===== src/rtl/pwd_pkg.sv =====
package pwd_pkg;
  localparam int CNT_W = 8;
  localparam logic [CNT_W-1:0] CNT_FULL = 8'hFF;

  typedef enum logic {KIND_RD = 1'b0, KIND_WR = 1'b1} pw_kind_e;

  // four-trial code clears one bit per nibble, eight-trial clears one bit
  function automatic logic [CNT_W-1:0] cnt_step(input logic [CNT_W-1:0] c,
                                                input logic short_code);
    logic [CNT_W-1:0] sh;
    sh = {c[CNT_W-2:0], 1'b0};
    return short_code ? (sh & 8'hEE) : sh;
  endfunction
endpackage


===== src/rtl/pwd_cnt_step.sv =====
module pwd_cnt_step
  import pwd_pkg::*;
(
  input  logic [CNT_W-1:0] cnt_i,
  input  logic             short_i,
  output logic [CNT_W-1:0] nxt_o
);
  always_comb nxt_o = cnt_step(cnt_i, short_i);
endmodule


===== src/rtl/pwd_entry.sv =====
module pwd_entry
  import pwd_pkg::*;
#(
  parameter int          PW_W    = 24,
  parameter logic [23:0] INIT_PW = 24'hA5C3F0
) (
  input  logic             clk_i,
  input  logic             por_ni,
  input  logic             short_i,
  input  logic             hit_i,
  input  logic [PW_W-1:0]  cmp_pw_i,
  input  logic             wr_pw_en_i,
  input  logic             wr_cnt_en_i,
  input  logic [PW_W-1:0]  wr_data_i,
  output logic             match_o,
  output logic             dead_o,
  output logic [CNT_W-1:0] cnt_o,
  output logic [PW_W-1:0]  pw_o
);
  logic [PW_W-1:0]  pw_q;
  logic [CNT_W-1:0] cnt_q, cnt_nxt;

  pwd_cnt_step u_step (.cnt_i(cnt_q), .short_i(short_i), .nxt_o(cnt_nxt));

  assign dead_o  = (cnt_q == '0);
  assign match_o = !dead_o && (pw_q == cmp_pw_i);
  assign cnt_o   = cnt_q;
  assign pw_o    = pw_q;

  always_ff @(posedge clk_i or negedge por_ni) begin
    if (!por_ni) begin
      pw_q  <= PW_W'(INIT_PW);
      cnt_q <= CNT_FULL;
    end else if (hit_i) begin
      if (match_o)      cnt_q <= CNT_FULL;
      else if (!dead_o) cnt_q <= cnt_nxt;
    end else begin
      if (wr_pw_en_i)             pw_q  <= wr_data_i;
      if (wr_cnt_en_i && !dead_o) cnt_q <= wr_data_i[CNT_W-1:0];
    end
  end
endmodule


===== src/rtl/pwd_active.sv =====
module pwd_active #(
  parameter int SET_W = 3
) (
  input  logic             clk_i,
  input  logic             rst_ni,
  input  logic             vfy_valid_i,
  input  logic             ok_i,
  input  logic [SET_W-1:0] set_i,
  input  logic             kind_i,
  output logic             valid_o,
  output logic [SET_W-1:0] set_o,
  output logic             write_o
);
  always_ff @(posedge clk_i or negedge rst_ni) begin
    if (!rst_ni) begin
      valid_o <= 1'b0;
      set_o   <= '0;
      write_o <= 1'b0;
    end else if (vfy_valid_i) begin
      valid_o <= ok_i;
      set_o   <= ok_i ? set_i : '0;
      write_o <= ok_i && kind_i;
    end
  end
endmodule


===== src/rtl/pwd_verify.sv =====
module pwd_verify
  import pwd_pkg::*;
#(
  parameter int          NUM_SETS = 8,
  parameter int          PW_W     = 24,
  parameter logic [23:0] INIT_PW  = 24'hA5C3F0,
  localparam int         SET_W    = $clog2(NUM_SETS),
  localparam int         NUM_ENT  = 2 * NUM_SETS
) (
  input  logic                clk_i,
  input  logic                por_ni,
  input  logic                rst_ni,
  input  logic                short_cnt_i,
  input  logic                sup_dis_i,
  input  logic                vfy_valid_i,
  input  logic [SET_W-1:0]    vfy_set_i,
  input  logic                vfy_kind_i,
  input  logic [PW_W-1:0]     vfy_pw_i,
  output logic                vfy_done_o,
  output logic                vfy_ok_o,
  output logic                act_valid_o,
  output logic [SET_W-1:0]    act_set_o,
  output logic                act_write_o,
  output logic                sup_o,
  output logic [NUM_SETS-1:0] dis_rd_o,
  output logic [NUM_SETS-1:0] dis_wr_o,
  input  logic                wr_en_i,
  input  logic [SET_W-1:0]    wr_set_i,
  input  logic                wr_kind_i,
  input  logic                wr_cnt_sel_i,
  input  logic [PW_W-1:0]     wr_data_i,
  input  logic [SET_W-1:0]    rd_set_i,
  input  logic                rd_kind_i,
  output logic [7:0]          rd_cnt_o,
  output logic [PW_W-1:0]     rd_pw_o
);
  localparam logic [SET_W-1:0] SUP_SET = SET_W'(NUM_SETS - 1);

  logic [NUM_ENT-1:0] match, dead;
  logic [CNT_W-1:0]   cnt [NUM_ENT];
  logic [PW_W-1:0]    pw  [NUM_ENT];
  logic [SET_W:0]     vfy_idx, wr_idx, rd_idx;
  logic               wr_ok, hit_ok;

  assign vfy_idx = {vfy_set_i, vfy_kind_i};
  assign wr_idx  = {wr_set_i, wr_kind_i};
  assign rd_idx  = {rd_set_i, rd_kind_i};
  assign hit_ok  = match[vfy_idx];
  assign sup_o   = act_valid_o && act_write_o && (act_set_o == SUP_SET) && !sup_dis_i;
  assign wr_ok   = wr_en_i && sup_o && !vfy_valid_i;

  for (genvar s = 0; s < NUM_SETS; s++) begin : g_set
    for (genvar k = 0; k < 2; k++) begin : g_kind
      localparam int E = 2 * s + k;
      logic sel_w;
      assign sel_w = wr_ok && (wr_idx == (SET_W+1)'(E));
      pwd_entry #(.PW_W(PW_W), .INIT_PW(INIT_PW)) u_ent (
        .clk_i      (clk_i),
        .por_ni     (por_ni),
        .short_i    (short_cnt_i),
        .hit_i      (vfy_valid_i && (vfy_idx == (SET_W+1)'(E))),
        .cmp_pw_i   (vfy_pw_i),
        .wr_pw_en_i (sel_w && !wr_cnt_sel_i),
        .wr_cnt_en_i(sel_w && wr_cnt_sel_i),
        .wr_data_i  (wr_data_i),
        .match_o    (match[E]),
        .dead_o     (dead[E]),
        .cnt_o      (cnt[E]),
        .pw_o       (pw[E])
      );
    end
    assign dis_rd_o[s] = dead[2*s];
    assign dis_wr_o[s] = dead[2*s+1];
  end

  pwd_active #(.SET_W(SET_W)) u_act (
    .clk_i      (clk_i),
    .rst_ni     (rst_ni),
    .vfy_valid_i(vfy_valid_i),
    .ok_i       (hit_ok),
    .set_i      (vfy_set_i),
    .kind_i     (vfy_kind_i),
    .valid_o    (act_valid_o),
    .set_o      (act_set_o),
    .write_o    (act_write_o)
  );

  always_ff @(posedge clk_i or negedge rst_ni) begin
    if (!rst_ni) begin
      vfy_done_o <= 1'b0;
      vfy_ok_o   <= 1'b0;
    end else begin
      vfy_done_o <= vfy_valid_i;
      vfy_ok_o   <= vfy_valid_i && hit_ok;
    end
  end

  assign rd_cnt_o = cnt[rd_idx];
  assign rd_pw_o  = sup_o ? pw[rd_idx] : '0;
endmodule


===== config.mk =====
export PLATFORM = sky130hd
export DESIGN_NAME = pwd_verify
export DESIGN_NICKNAME = d
export VERILOG_FILES = /design/src/rtl/pwd_pkg.sv /design/src/rtl/pwd_cnt_step.sv /design/src/rtl/pwd_entry.sv /design/src/rtl/pwd_active.sv /design/src/rtl/pwd_verify.sv
export SDC_FILE = /design/constraint.sdc
export NUM_CORES = 1
export LEC_CHECK = 0
export BUFFER_PORTS_ARGS = -buffer_cell sky130_fd_sc_hd__buf_2
export CORE_AREA = 8 8 202 281
export CTS_BUF_LIST = sky130_fd_sc_hd__clkbuf_4
export DETAILED_ROUTE_END_ITERATION = 16
export DIE_AREA = 0 0 210 289
export GPL_TIMING_DRIVEN = 0
export PLACE_DENSITY = 0.87
export SLEW_MARGIN = 25
export SYNTH_ARGS = -nofsm -noshare
export SYNTH_HDL_FRONTEND = slang
export SYNTH_SLANG_ARGS = --single-unit

===== constraint.sdc =====
create_clock -name clk_i -period 3.75 [get_ports clk_i]
set_input_delay 0.75 -clock clk_i [delete_from_list [all_inputs] [get_ports clk_i]]
set_output_delay 0.75 -clock clk_i [all_outputs]
set_load 0.005 [all_outputs]

==> run_results.csv <==
group,metric,value,unit
outcome,status,"complete, no violations",
detailed_routing,vias,26261,
place,dpl.cell_count,3539,
global_route,antenna_found_initial,6,
timing,fin_crit,3.74,ns
timing,rsz0062_at_grt,"yes",
clock_network,cts_made_buffers,134,
power_and_ir_drop,total_power,14500,uW
critical_path,r2r-end,"g_set[1].g_kind[1].u_ent.pw_o[19]$_DFFE_PN0P_",
die,die_x,210,um
critical_path,r2r-start,"u_act.set_o[0]$_DFFE_PN0P_",
die,rows,100,
clock_network,cts_buffer_depth,3,
yosys,ys.flop_type,"dfstp_2",
die,fp.coreArea,52700,sq um
worst_hold_path,hold_path_class,"primary input to flip-flop",
die,die_height,289,um
yosys,yosys-top-cells-count,"mux2_1 (392), dfstp_2 (320), xor2_1 (306)",
timing,hold_viol_final,0,
clock_network,cts_root_buffer,"clkbuf_4",
timing,fin_worst_skew,0.0659,ns
yosys,syn_nets,2791,
yosys,yosys-mux-area-fraction,28.6,%
yosys,synthAdderAreaFrac,0,%
die,num_io_pins,124,
place,dp_hpwl,106000,um
detailed_routing,final_antenna_net_count,0,
timing,drv_slew,0,
yosys,synth_top_area_share,26.1,%
clock_network,postCtsSetupBuffers,0,
detailed_routing,drt-total-wl,135000,um
power_and_ir_drop,leakagePower,0.0160,uW
clock_network,clkLatencyLatePin,0.93,ns
yosys,synth_cell_types,72,
die,initial_core_util,61.1,%
layout,design_area,35800,sq um
worst_hold_path,hold_depth,1,
timing,max_freq,267,MHz
global_route,grt_max_degree,97,
critical_path,crit_fanout,10,
power_and_ir_drop,peakVddDrop,0.330,mV
yosys,syn-instance-count,2723,
layout,nets,3031,
critical_path,arrival,2.99,ns
critical_path,critPathKind,"primary input to output port",
job,drv_cap,0,
timing,setup_viol,0,
yosys,synth.avg_cell_area,11.8,sq um
yosys,synth-seq-cells,519,
detailed_routing,drt-vias-per-instance,6.94,
yosys,synth.most_common_cell,"mux2_1",
global_route,grt_overflow_total,0,
place,post_dp_cell_area,33800,sq um
clock_network,clkTransAtPathRegs,0.06,ns
yosys,synth_top_family_by_area,"multiplexers",
layout,area_growth,11.2,%
timing,tightest_slew,1.17,ns
yosys,synthXorXnorAreaFrac,10.5,%
detailed_routing,firstDrtPassIters,6,
critical_path,worst_r2r_path_depth,7,
critical_path,end_kind,"output port",
timing,post-route-period-util,99.8,%
timing,max_slew_margin,22.0,%
yosys,synth.area.top_cells,"dfstp_2 (26%), dfrtp_1 (15%), mux2_1 (14%)",
critical_path,start_kind,"primary input",
worst_hold_path,hold_path.startpoint,"vfy_valid_i",
global_route,grtUsageTotal,44.5,%
yosys,ys_async_sr_fraction,100,%
yosys,yosysWarnings,0,
yosys,syn-cell-area,32200,sq um
place,io_buffers,96,
timing,fin_ws,0.00578,ns
layout,stdcell_count,3784,
clock_network,cts_tree,"built",
worst_hold_path,hold_end,"vfy_done_o$_DFF_PN0_",
critical_path,r2r_slack,0.04,ns
critical_path,cp_data_required_time,3.00,ns
detailed_routing,drtIter0Drc,3442,
timing,setup_tns,0,ns
clock_network,cts_htree_levels,4,
yosys,yosysTopAreaCell,"dfstp_2",
global_route,grt_first_pass_wirelength,190000,um
clock_network,clkSinkCount,519,
detailed_routing,drc,0,
die,dieArea,60700,sq um
global_route,grt_pass1_vias,26612,
yosys,ys_seq_area_share,41.6,%
detailed_routing,wl_per_cell,35.5,um
place,place_congestion,1.11,
power_and_ir_drop,p_per_area,406,nW/um^2
yosys,synth_compound_area_share,3.62,%
layout,layout-drive-gt1-share,34.0,%
yosys,synth-simple-area-share,11.9,%
yosys,synth-edff-count,0,
place,dp_worst_setup_slack,-0.825,ns
layer usage:
metal	vias up	GRT usage [%]	share of wire, %
met5	-	0	0.0089
met3	619	10.7	9.6
met2	1932	68.0	45
met4	2	39.8	11
li1	10524	-	-
met1	13184	51.9	35
layout make-up:
| type | count | area [sq um] |
|---|---|---|
| diodes | 5 | 12.5 |
| plain buffers | 205 | 1080 |
| clock buffers | 214 | 1610 |
| clock inverters | 24 | 268 |
| fillers | 3882 | 16900 |
| inverters | 75 | 282 |
| multi-input cells | 1924 | 17600 |
| flip-flops and latches | 519 | 13400 |
| well taps | 714 | 893 |
| repair buffers | 104 | 656 |
where the power goes:
| group | leakage [uW] | total, uW | switching (uW) | internal, uW |
|---|---|---|---|---|
| combinational | 0.00878 | 2300 | 1420 | 883 |
| clock | 0.00111 | 5500 | 2510 | 2990 |
| sequential | 0.00610 | 6730 | 470 | 6260 |
| total | 0.0160 | 14500 | 4400 | 10100 |
per-stage QoR:
step	util, %	hold slack, ns
after floorplan	-	0.453
final	68.0	0.110
after global placement	63.7	0.469
after CTS	67.9	0.0582
after global routing	68.0	0.0840
after detailed placement	64.1	0.479
cell families (layout without fill, tap and decap cells):
logic type,Yosys count,count (layout)
compound gates,187,187
xor+xnor,385,385
buf+inv,280,622
flops,519,519
mux,660,660
other cells,0,5
simple gates,692,692
cells in the final DEF, fill, tap and decap left out, types with 10 or more instances in the layout:
cell and count:
clkbuf_1 90, inv_1 73, buf_2 150, o21ai_0 31
nand2b_1 26, dfstp_2 320, nor2_1 212, xor2_1 306
nor4b_1 15, nor3_4 10, nand3b_1 17, nand2_1 79
nor4_1 114, nand3_1 39, dfrtp_1 199, clkinv_1 11
nor3_1 11, o21ai_1 18, or4b_1 10, a21oi_1 38
mux2_2 81, a31oi_1 61, mux2_1 392, or4_1 22
buf_4 35, nor2b_1 33, nand4_1 45, xnor2_1 79
clkbuf_4 225, mux4_2 160, mux2i_1 27
worst max-delay path: stages:
cell	delay, ns
buf_4	0.27
buf_4	0.36
buf_6	0.28
mux4_2	0.65
mux4_2	0.51
buf_2	0.15
sequential cells by signal, summed over array words and instances (netlist names):
| name | cells |
|---|---|
| u_act.set_o | 3 |
| g_set.g_kind.u_ent.cnt_o | 128 |
| g_set.g_kind.u_ent.pw_o | 384 |
| vfy_done_o | 1 |
| u_act.valid_o | 1 |
| vfy_ok_o | 1 |
| u_act.write_o | 1 |
timing repair:
item / in CTS / in global routing
hold endpoints to repair: 23 / 0
resized for setup: 61 / 20
setup endpoints to repair: 36 / 34
hold buffers: 2 / 0
worst max path at each step:
stage / slack (ns) / startpoint / to / cells after the start
CTS: 0.003 / rd_set_i[1] / rd_pw_o[6] / 6
global placement: -7.98 / por_ni / g_set[1].g_kind[1].u_ent.pw_o[22]$_DFFE_PN0P_ / 1
finish: 0.006 / rd_kind_i / rd_cnt_o[2] / 6
detailed placement: -0.83 / rd_set_i[1] / rd_pw_o[0] / 7
global route: -0.005 / rd_kind_i / rd_cnt_o[4] / 6
floorplan: 0.17 / rd_kind_i / rd_cnt_o[3] / 5
Power figures use the tool's default switching activity.
